File: src/rtl/ask_ramp_pkg.sv
// Shared types for the ASK ramp sequencer.
// Assumes: nothing beyond standard SystemVerilog packages.
package ask_ramp_pkg;
    // Direction the ramp index takes at the next tick
    typedef enum logic [1:0] {
        RAMP_HOLD = 2'd0,
        RAMP_UP   = 2'd1,
        RAMP_DOWN = 2'd2
    } ramp_dir_e;
endpackage

File: src/rtl/ramp_level_table.sv
// Level table: LEVELS registers of VAL_W bits, written through one write
// port and read combinationally by index.
// Assumes: rd_idx < LEVELS and wr_addr < LEVELS (LEVELS is a power of two).
module ramp_level_table #(
    parameter int LEVELS = 8,
    parameter int VAL_W  = 8,
    parameter int IDX_W  = 3
) (
    input  logic             clk,
    input  logic             rst_n,
    input  logic             wr_en,
    input  logic [IDX_W-1:0] wr_addr,
    input  logic [VAL_W-1:0] wr_data,
    input  logic [IDX_W-1:0] rd_idx,
    output logic [VAL_W-1:0] rd_val
);
    logic [VAL_W-1:0] entries [LEVELS];
    logic [LEVELS-1:0] wr_hit;

    // Decode one write-select line per entry
    for (genvar i = 0; i < LEVELS; i++) begin : g_hit
        assign wr_hit[i] = wr_en && (wr_addr == IDX_W'(i));
    end

    // Store the write data in the selected entry; clear all entries on reset
    always_ff @(posedge clk) begin
        for (int i = 0; i < LEVELS; i++) begin
            if (!rst_n)
                entries[i] <= '0;
            else if (wr_hit[i])
                entries[i] <= wr_data;
        end
    end

    // Select the entry addressed by the read index
    always_comb rd_val = entries[rd_idx];


    wr_land_chk: assert property (@(posedge clk) disable iff (!rst_n)
        wr_en |=> entries[$past(wr_addr)] == $past(wr_data));
endmodule

File: src/rtl/ramp_index_walker.sv
// Index walker: moves the table index one step toward its target on each
// step tick. The target is the top index for data 1 and 0 for data 0.
// Assumes: top_idx stays within the table.
module ramp_index_walker
    import ask_ramp_pkg::*;
#(
    parameter int IDX_W = 3
) (
    input  logic             clk,
    input  logic             rst_n,
    input  logic             data_bit,
    input  logic             step_tick,
    input  logic [IDX_W-1:0] top_idx,
    output logic [IDX_W-1:0] idx
);
    logic [IDX_W-1:0] target;
    ramp_dir_e        dir;

    // Choose the end point the ramp heads toward
    always_comb target = data_bit ? top_idx : '0;

    // Decide whether the next tick moves up, down, or not at all
    always_comb begin
        if (!step_tick || idx == target) dir = RAMP_HOLD;
        else if (idx < target)           dir = RAMP_UP;
        else                             dir = RAMP_DOWN;
    end

    // Apply one step per tick; reset to index 0
    always_ff @(posedge clk) begin
        if (!rst_n)
            idx <= '0;
        else begin
            case (dir)
                RAMP_UP:   idx <= idx + IDX_W'(1);
                RAMP_DOWN: idx <= idx - IDX_W'(1);
                default:   idx <= idx;
            endcase
        end
    end


    only_on_tick_chk: assert property (@(posedge clk) disable iff (!rst_n)
        !step_tick |=> $stable(idx));

    climb_chk: assert property (@(posedge clk) disable iff (!rst_n)
        (step_tick && data_bit && idx < top_idx) |=> idx == $past(idx) + IDX_W'(1));

    descend_chk: assert property (@(posedge clk) disable iff (!rst_n)
        (step_tick && !data_bit && idx != '0) |=> idx == $past(idx) - IDX_W'(1));

    lower_top_chk: assert property (@(posedge clk) disable iff (!rst_n)
        (step_tick && data_bit && idx > top_idx) |=> idx == $past(idx) - IDX_W'(1));
endmodule

File: src/rtl/ask_ramp_seq.sv
// ASK power-level ramp sequencer: walks a table index between 0 and a
// programmable top index as the keyed data changes, and registers the table
// entry at that index as the amplifier setting.
// Assumes: LEVELS is a power of two, and top_idx/wr_addr address existing entries.
module ask_ramp_seq #(
    parameter int LEVELS = 8,
    parameter int VAL_W  = 8,
    localparam int IDX_W = $clog2(LEVELS)
) (
    input  logic             clk,
    input  logic             rst_n,
    input  logic             data_bit,
    input  logic             step_tick,
    input  logic [IDX_W-1:0] top_idx,
    input  logic             wr_en,
    input  logic [IDX_W-1:0] wr_addr,
    input  logic [VAL_W-1:0] wr_data,
    output logic [IDX_W-1:0] cur_idx,
    output logic [VAL_W-1:0] pa_level
);
    logic [VAL_W-1:0] tab_val;

    ramp_index_walker #(.IDX_W(IDX_W)) u_walk (
        .clk       (clk),
        .rst_n     (rst_n),
        .data_bit  (data_bit),
        .step_tick (step_tick),
        .top_idx   (top_idx),
        .idx       (cur_idx)
    );

    ramp_level_table #(.LEVELS(LEVELS), .VAL_W(VAL_W), .IDX_W(IDX_W)) u_tab (
        .clk     (clk),
        .rst_n   (rst_n),
        .wr_en   (wr_en),
        .wr_addr (wr_addr),
        .wr_data (wr_data),
        .rd_idx  (cur_idx),
        .rd_val  (tab_val)
    );

    // Register the selected setting once per clock
    always_ff @(posedge clk) begin
        if (!rst_n) pa_level <= '0;
        else        pa_level <= tab_val;
    end


    zero_top_chk: assert property (@(posedge clk) disable iff (!rst_n)
        (top_idx == '0 && cur_idx == '0) |=> cur_idx == '0);
endmodule

File: config.mk
export PLATFORM = sky130hd
export DESIGN_NAME = ask_ramp_seq
export DESIGN_NICKNAME = d
export VERILOG_FILES = /design/src/rtl/ask_ramp_pkg.sv /design/src/rtl/ramp_level_table.sv /design/src/rtl/ramp_index_walker.sv /design/src/rtl/ask_ramp_seq.sv
export SDC_FILE = /design/constraint.sdc
export NUM_CORES = 1
export LEC_CHECK = 0
export ABC_AREA = 1
export BUFFER_PORTS_ARGS = -buffer_cell sky130_fd_sc_hd__buf_2
export CORE_ASPECT_RATIO = 2
export CORE_MARGIN = 5
export CORE_UTILIZATION = 40
export DETAILED_ROUTE_END_ITERATION = 16
export MAX_ROUTING_LAYER = met4
export PLACE_DENSITY_LB_ADDON = 0.12
export SYNTH_ARGS = -nofsm -noshare
export SYNTH_HDL_FRONTEND = slang
export SYNTH_SLANG_ARGS = --single-unit
File: constraint.sdc
create_clock -name clk -period 2.3 [get_ports clk]
set_input_delay 0 -clock clk [delete_from_list [all_inputs] [get_ports clk]]
set_output_delay 0 -clock clk [all_outputs]
set_load 0.005 [all_outputs]
==> impl_metrics.py, run 1 <==
metrics = {
    "floorplanning": {
        "die_area_um2": 10400,
        "coreArea_um2": 8230,
        "start_util": 0.407,
        "num_rows": 47,
        "chipHeight_um": 139,
        "num_io_pins": 30,
        "die_x_um": 74.7,
    },
    "routing": {
        "via_per_inst": 5.23,
        "vias": 2477,
        "dr.pass1.iters": 4,
        "drc": 0,
        "wl_per_cell_um": 18.1,
        "drt-initial-drc-count": 254,
        "postRouteAntennaNets": 0,
        "totalWireLength_um": 8600,
    },
    "critical_path": {
        "r2r-start": "u_walk.idx[0]",
        "critPathArrivalTime_ps": 2160,
        "cp_max_fo": 5,
        "worstSetupStartpointType": "flip-flop",
        "reg2reg_to": "u_walk.idx[2]",
        "cp-end-kind": "flip-flop",
        "rrSetupSlack_ps": 410,
        "crit_type": "flip-flop to flip-flop",
        "critPathRequiredTime_ps": 2580,
        "reg2reg_depth": 12,
    },
    "synth": {
        "synthTopCellsByArea": "edfxtp_1, nor2_1, dfxtp_1, nand2_1, o21ai_1",
        "synth_area_um2": 3350,
        "synthArstFlopShare": 0,
        "ys_seq_elements": 75,
        "synth_top_area_frac": 0.574,
        "synth.distinct_cells": 23,
        "synth_common_cells": "nor2_1, edfxtp_1, nand2_1",
        "synth_warnings": 0,
        "yosys.area.top_type": "edfxtp_1",
        "synth_nets": 362,
        "synth.most_common_cell": "nor2_1",
        "synth-edff-count": 64,
        "syn_area_per_cell_um2": 9.88,
        "syn_inst": 339,
        "ys.flop_type": "edfxtp_1",
        "seq_area_frac_synth": 0.640,
    },
    "grt": {
        "antenna_found_initial": 0,
        "grt_max_degree": 36,
        "grt_first_pass_wirelength_um": 13300,
        "grt_pass1_vias": 2543,
        "grt_usage": 0.187,
        "grt.overflow.total": 0,
    },
    "clock_network": {
        "cts_hold_buffers": 1,
        "cts_buffer_depth": 2,
        "clk_latency_ps": 340,
        "clock-sinks": 75,
        "cts_tree": "done",
        "htree_levels": 3,
        "clockRootBuffer": "clkbuf_16",
        "cts_resized": 0,
        "cts_made_buffers": 9,
        "post_cts_buffers": 0,
        "clk_pin_slew_worst_paths_ps": 60,
    },
    "outcome": {
        "status": "complete, no violations",
    },
    "cells_and_area": {
        "fin_area_um2": 3830,
        "finalNonFillerCells": 474,
        "final-seq-area_um2": 2140,
        "drive_above_1_share": 0.128,
        "fill_cells": 834,
        "fin_nets": 394,
        "multi_input_area_um2": 1030,
        "syn_to_final_growth_pct": 14.3,
        "n_antenna_cell": 0,
        "utilization": 0.465,
    },
    "timing": {
        "hold_viol_final": 0,
        "rsz0062_at_grt": "no",
        "relSlewSlack": 0.663,
        "setup_viol": 0,
        "whs_ps": 114,
        "timing.final.crit_period_ps": 1890,
        "tns_ps": 0,
        "fin_crit_sh": 0.820,
        "tightest_slew_ps": 505,
        "final.setup_skew_ps": 5.02,
        "fin_ws_ps": 415,
        "final_max_slew_viol_count": 0,
        "timing.fmax_mhz": 530,
    },
    "placement": {
        "io_buffers": 29,
        "dp.cells": 457,
        "place_hpwl_um": 6020,
        "dpl_cell_area_um2": 3560,
        "pre_cts_slack_ps": 425,
        "place_congestion": 0.842,
    },
    "min_path": {
        "min_to": "u_tab.entries[6][7]",
        "min_path_type": "primary input to flip-flop",
        "holdPathStages": 3,
        "min_from": "wr_data[7]",
    },
    "power": {
        "p_leak_nw": 1.56,
        "seq_power_share": 0.457,
        "total_power_mw": 3.60,
        "power.switching_mw": 0.998,
        "power_frac_clock": 0.351,
        "vdd_drop_max_v": 0.000420,
        "power_density_nw_per_um2": 941,
        "switching_share": 0.277,
        "internal_power_mw": 2.60,
        "share_comb_of_total_power": 0.192,
    },
    "run": {
        "drv_cap": 0,
    },
}
[state kept, by name, indices dropped and copies added (netlist names)]
name and cells:
u_tab.entries 64, u_walk.idx 3, pa_level 8
[final cells by class]
class                      instances  share of cell area
clock buffer                      16              0.0683
sequential                        75               0.560
timing repair buffer              35              0.0503
multi-input combinational        229               0.269
inverter                          21              0.0206
tap                               98              0.0320
[power groups by stage]
stage | Sequential, mW | Combinational (mW) | Clock, mW
detailed placement | 1.67 | 0.705 | 0
CTS | 1.65 | 0.707 | 1.28
global placement | 1.67 | 0.696 | 0
finish | 1.65 | 0.692 | 1.26
floorplan | 1.68 | 0.476 | 0
global route | 1.65 | 0.791 | 1.34
[cells in the final DEF, fill, tap and decap left out]
cell and n:
o211ai_1 6, ha_1 3, clkbuf_16 9, nand3_1 12, inv_1 20, clkbuf_1 6
o211ai_2 2, clkbuf_8 1, nand2_1 33, inv_2 1, o21ai_0 12, nor2_1 124
fa_1 1, nand4_1 1, o22ai_1 8, buf_2 29, o21ai_1 23, edfxtp_1 64
buf_4 5, dfxtp_1 11, dlygate4sd3_1 1, a21oi_1 3, nor2_2 1
[how the worst max path moves through the flow]
stage | startpoint | to | slack (ps) | depth (start not counted)
final | u_walk.idx[0] | u_walk.idx[2] | 410 | 12
after CTS | u_walk.idx[0] | u_walk.idx[2] | 400 | 12
after floorplan | u_walk.idx[0] | u_walk.idx[2] | 230 | 13
after global placement | u_walk.idx[0] | u_walk.idx[2] | 520 | 12
after detailed placement | u_walk.idx[0] | u_walk.idx[2] | 420 | 12
after global routing | u_walk.idx[0] | u_walk.idx[2] | 170 | 12
[critical path: stages (launching register included)]
cell	delay [ps]
dfxtp_1	340
inv_2	40
ha_1	270
nand3_1	90
nand2_1	80
inv_1	140
nand2_1	90
fa_1	380
nand3_1	130
nand3_1	90
nand2_1	60
inv_1	30
nor2_1	80
[routing by layer]
metal	part of all wire	wire length, um	up-vias	GRT usage
li1	-	-	1213	-
met2	0.58	5000	71	0.339
met1	0.35	3010	1177	0.181
met4	0.022	189	0	0.100
met5	0	0	-	-
met3	0.046	396	16	0.0267
[kinds of logic after synthesis]
group / share of synthesized area
AOI/OAI and AO/OA: 0.0926
DFF: 0.640
adders and majority gates: 0.0172
and+or+nand+nor: 0.198
buffers and inverters: 0.0530
No activity file was read; power rests on OpenSTA's default activity.
==> run 2: changes to the inputs <==
- clock period: 2.3 -> 1.5 ns (I/O delays scaled with it)
==> impl_metrics.py, run 2 (synthesis gave the netlist of run 1 again) <==
metrics = {
    "outcome": {
        "status": "finished with violations",
        "violations": "negative setup slack",
    },
    "clock_network": {
        "clockRootBuffer": "clkbuf_16",
        "clk_pin_slew_worst_paths_ps": 60,
        "clk_latency_ps": 330,
        "clock-sinks": 75,
        "cts_made_buffers": 9,
        "cts_hold_buffers": 0,
        "cts_tree": "done",
        "htree_levels": 3,
        "cts_buffer_depth": 2,
    },
    "timing": {
        "setup_viol": 2,
        "tightest_slew_ps": 443,
        "final.setup_skew_ps": 8.16,
        "final_max_slew_viol_count": 0,
        "fin_ws_ps": -96.0,
        "hold_viol_final": 0,
        "timing.final.crit_period_ps": 1600,
        "fin_crit_sh": 1.06,
        "timing.fmax_mhz": 627,
        "rsz0062_at_grt": "yes",
        "relSlewSlack": 0.704,
        "whs_ps": 38.6,
    },
    "floorplanning": {
        "die_area_um2": 10400,
        "coreArea_um2": 8230,
        "chipHeight_um": 139,
        "num_rows": 47,
        "num_io_pins": 30,
        "die_x_um": 74.7,
        "start_util": 0.407,
    },
    "routing": {
        "via_per_inst": 5.02,
        "postRouteAntennaNets": 0,
        "dr.pass1.iters": 4,
        "drt-initial-drc-count": 140,
        "vias": 2444,
        "drc": 0,
        "wl_per_cell_um": 17.1,
        "totalWireLength_um": 8320,
    },
    "power": {
        "p_leak_nw": 1.65,
        "power_density_nw_per_um2": 1460,
        "vdd_drop_max_v": 0.000693,
        "total_power_mw": 5.93,
    },
    "min_path": {
        "min_from": "step_tick",
        "holdPathStages": 4,
        "min_path_type": "primary input to flip-flop",
        "min_to": "u_walk.idx[0]",
    },
    "critical_path": {
        "rrSetupSlack_ps": -100,
        "reg2reg_to": "u_walk.idx[2]",
        "worstSetupStartpointType": "flip-flop",
        "crit_type": "flip-flop to flip-flop",
        "critPathRequiredTime_ps": 1730,
        "critPathArrivalTime_ps": 1820,
        "reg2reg_depth": 13,
        "r2r-start": "u_walk.idx[0]",
        "cp_max_fo": 2,
        "cp-end-kind": "flip-flop",
    },
    "cells_and_area": {
        "drive_above_1_share": 0.216,
        "finalNonFillerCells": 487,
        "fin_nets": 407,
        "n_antenna_cell": 0,
        "largestRegisters": "u_tab.entries x64, pa_level x8, u_walk.idx x3",
        "final_cell_mix": "nor2_1, edfxtp_1, nand2_1, buf_2, o21ai_1",
        "layout.cells.most_common": "nor2_1",
        "fin_area_um2": 4050,
        "syn_to_final_growth_pct": 21.0,
        "top_register": "u_tab.entries",
        "largest_reg_flops": 64,
    },
    "placement": {
        "pre_cts_slack_ps": -227,
        "dpl_cell_area_um2": 3690,
        "dp.cells": 470,
        "io_buffers": 29,
        "place_congestion": 0.788,
        "place_hpwl_um": 5850,
    },
    "grt": {
        "grt_pass1_vias": 2548,
        "grt_usage": 0.184,
        "antenna_found_initial": 0,
        "grt_max_degree": 36,
        "grt.overflow.total": 0,
        "grt_first_pass_wirelength_um": 13200,
    },
    "run": {
        "drv_cap": 0,
    },
}
==> run 2: power by group <==
group	switching [mW]	leakage, nW	internal, mW
Clock	0.767	0.147	1.38
Combinational	0.755	0.793	0.491
Sequential	0.0662	0.711	2.47
Total	1.59	1.65	4.34
==> run 2: what timing repair did <==
item                                    4_1_cts  5_1_grt
pin swaps                                    12        0
buffers inserted                              1        0
gates resized for setup                      11        2
endpoints found under the setup margin        2        3
==> run 2: how the worst max path moves through the flow <==
| stage | cells after the start | end | start | slack, ps |
|---|---|---|---|---|
| after global routing | 10 | u_walk.idx[2] | u_walk.idx[2] | -240 |
| final | 13 | u_walk.idx[2] | u_walk.idx[0] | -100 |
| after global placement | 11 | u_walk.idx[2] | u_walk.idx[2] | -200 |
| after floorplan | 14 | u_walk.idx[2] | u_walk.idx[0] | -290 |
| after CTS | 11 | u_walk.idx[2] | u_walk.idx[1] | -90 |
| after detailed placement | 11 | u_walk.idx[2] | u_walk.idx[2] | -230 |
==> run 2: routing by layer <==
| metal | up-vias | track usage | part of all wire |
|---|---|---|---|
| met5 | - | - | 0 |
| met4 | 0 | 0.0675 | 0.015 |
| met3 | 8 | 0.0426 | 0.027 |
| met2 | 43 | 0.333 | 0.59 |
| met1 | 1162 | 0.183 | 0.37 |
| li1 | 1231 | - | - |
==> run 2: metrics by stage <==
step,utilization,setup TNS [ps]
floorplan,-,-518
global placement,0.448,-307
detailed placement,0.448,-378
CTS,0.491,-97.4
global route,0.492,-346
finish,0.492,-126
==> run 2: layout make-up <==
type / instances / area [um^2]
Clock inverter: 2 / 35.0
Tap cell: 98 / 123
Clock buffer: 14 / 264
Multi-Input combinational cell: 229 / 1110
Fill cell: 798 / 4180
Sequential cell: 75 / 2150
Inverter: 21 / 81.3
Timing Repair Buffer: 48 / 295
==> run 2: critical path: stages, from the launching register on <==
cell and delay, ps:
dfxtp_4 360, inv_4 40, ha_4 200, nand3_2 60, nand2_2 60, inv_2 60, nand2_2 60, fa_2 370
inv_2 70, nand2_2 50, nand3_2 60, nand2_1 40, inv_1 40, nor2_1 40
==> run 3: changes to the inputs <==
- PLACE_DENSITY_LB_ADDON: 0.12 -> 0.15
==> impl_metrics.py, run 3 (synthesis gave the netlist of run 1 again) <==
metrics = {
    "timing": {
        "relSlewSlack": 0.684,
        "setup_viol": 2,
        "fin_ws_ps": -159,
        "tightest_slew_ps": 472,
        "timing.final.crit_period_ps": 1660,
        "timing.fmax_mhz": 603,
        "final_max_slew_viol_count": 0,
        "rsz0062_at_grt": "yes",
        "final.setup_skew_ps": 3.52,
        "hold_viol_final": 0,
        "whs_ps": 121,
        "tns_ps": -229,
        "fin_crit_sh": 1.11,
    },
    "placement": {
        "place_congestion": 0.876,
        "io_buffers": 29,
        "pre_cts_slack_ps": -253,
        "dp.cells": 464,
        "place_hpwl_um": 5710,
    },
    "min_path": {
        "min_path_type": "primary input to flip-flop",
        "holdPathStages": 3,
    },
    "critical_path": {
        "cp-end-kind": "flip-flop",
        "critPathArrivalTime_ps": 1890,
        "crit_buf_inv": 2,
        "critPathRequiredTime_ps": 1730,
        "path_depth": 11,
        "crit_top_cell": "nand2_4",
        "crit_type": "flip-flop to flip-flop",
        "worstSetupStartpointType": "flip-flop",
        "crit_chain": "ha_4 > nand3_4 > nand2_4 > nand2_4 > fa_2 > inv_2 > nand2_2 > nand3_2 > nand2_1 > inv_1 > nor2_1",
        "crit_slowest_cell": "fa_2",
        "crit_family": "adder cells",
        "slowest_delay_ps": 410,
        "cp_max_fo": 3,
        "reg2reg_depth": 11,
    },
    "grt": {
        "grt_first_pass_wirelength_um": 12700,
        "grt_util_met2": 0.311,
        "antenna_found_initial": 0,
        "grt_max_degree": 36,
        "met3_usage": 0.0303,
        "grt-busiest-layer": "met2",
        "grt.overflow.total": 0,
        "grtUsageMet1": 0.181,
        "grt_usage": 0.175,
        "grt_pass1_vias": 2510,
    },
    "clock_network": {
        "cts_made_buffers": 9,
        "clock-sinks": 75,
        "htree_levels": 3,
        "clk_pin_slew_worst_paths_ps": 60,
        "cts_hold_buffers": 0,
        "cts_buffer_depth": 2,
        "clockRootBuffer": "clkbuf_16",
        "clk_latency_ps": 330,
        "cts_tree": "done",
    },
    "routing": {
        "wl_per_cell_um": 16.7,
        "vias": 2429,
        "postRouteAntennaNets": 0,
        "dr.pass1.iters": 4,
        "drt-initial-drc-count": 127,
        "totalWireLength_um": 8100,
        "via_per_inst": 5.00,
        "drc": 0,
    },
    "cells_and_area": {
        "multi_input_area_um2": 1120,
        "final_cell_mix": "nor2_1, edfxtp_1, nand2_1, buf_2, o21ai_1",
        "syn_to_final_growth_pct": 19.9,
        "finalNonFillerCells": 486,
        "final-seq-area_um2": 2150,
        "layout.cells.most_common": "nor2_1",
        "drive_above_1_share": 0.211,
        "largestRegisters": "u_tab.entries x64, pa_level x8, u_walk.idx x3",
        "fill_cells": 829,
        "top_register": "u_tab.entries",
        "n_antenna_cell": 0,
        "largest_reg_flops": 64,
        "fin_nets": 406,
    },
    "power": {
        "vdd_drop_max_v": 0.000617,
        "power_density_nw_per_um2": 1420,
        "total_power_mw": 5.72,
        "p_leak_nw": 1.63,
    },
    "run": {
        "drv_cap": 0,
    },
    "floorplanning": {
        "die_area_um2": 10400,
        "chipHeight_um": 139,
        "coreArea_um2": 8230,
        "start_util": 0.407,
        "num_io_pins": 30,
        "die_x_um": 74.7,
        "num_rows": 47,
    },
    "outcome": {
        "status": "finished with violations",
        "violations": "negative setup slack",
    },
}
==> run 3: what timing repair did <==
action / 4_1_cts / 5_1_grt
gates resized for setup: 9 / 7
pin swaps: 8 / 9
cloned: 0 / 0
buffers inserted: 4 / 2
setup endpoints to repair: 2 / 3
endpoints found under the hold margin: 0 / 0
==> run 3: final timing paths <==
check	from	endpoint	slack, ps
hold / removal	wr_data[3]	u_tab.entries[3][3]	120
setup reg to reg	u_walk.idx[2]	u_walk.idx[2]	-160
setup / recovery	u_walk.idx[2]	u_walk.idx[2]	-160
hold reg to reg	u_tab.entries[5][4]	pa_level[4]	610
==> run 3: power breakdown <==
part	switching [mW]	leakage, nW	internal, mW
combinational	0.783	0.798	0.538
clock	0.758	0.125	1.10
sequential	0.0646	0.711	2.47
total	1.61	1.63	4.11
==> run 3: stage by stage <==
stage,cell area [um^2],utilization
floorplan,3390,-
global placement,3640,0.443
detailed placement,3640,0.443
CTS,3980,0.483
global route,4020,0.488
finish,4020,0.488
==> run 3: area by class of cell <==
type | instances | area share
multi-input combinational | 229 | 0.280
clock inverter | 4 | 0.00436
timing repair buffer | 47 | 0.0707
tap | 98 | 0.0305
sequential | 75 | 0.535
inverter | 21 | 0.0203
clock buffer | 12 | 0.0589
==> run 3: layer usage <==
| layer | vias to the layer above | wire, um |
|---|---|---|
| met5 | - | 0 |
| met4 | 0 | 148 |
| met2 | 48 | 4760 |
| met3 | 10 | 286 |
| met1 | 1140 | 2900 |
| li1 | 1231 | - |
==> run 3: tightest hold or removal path, stage by stage <==
cell    delay (ps)
buf_2           70
inv_1          130
nor2_1         130
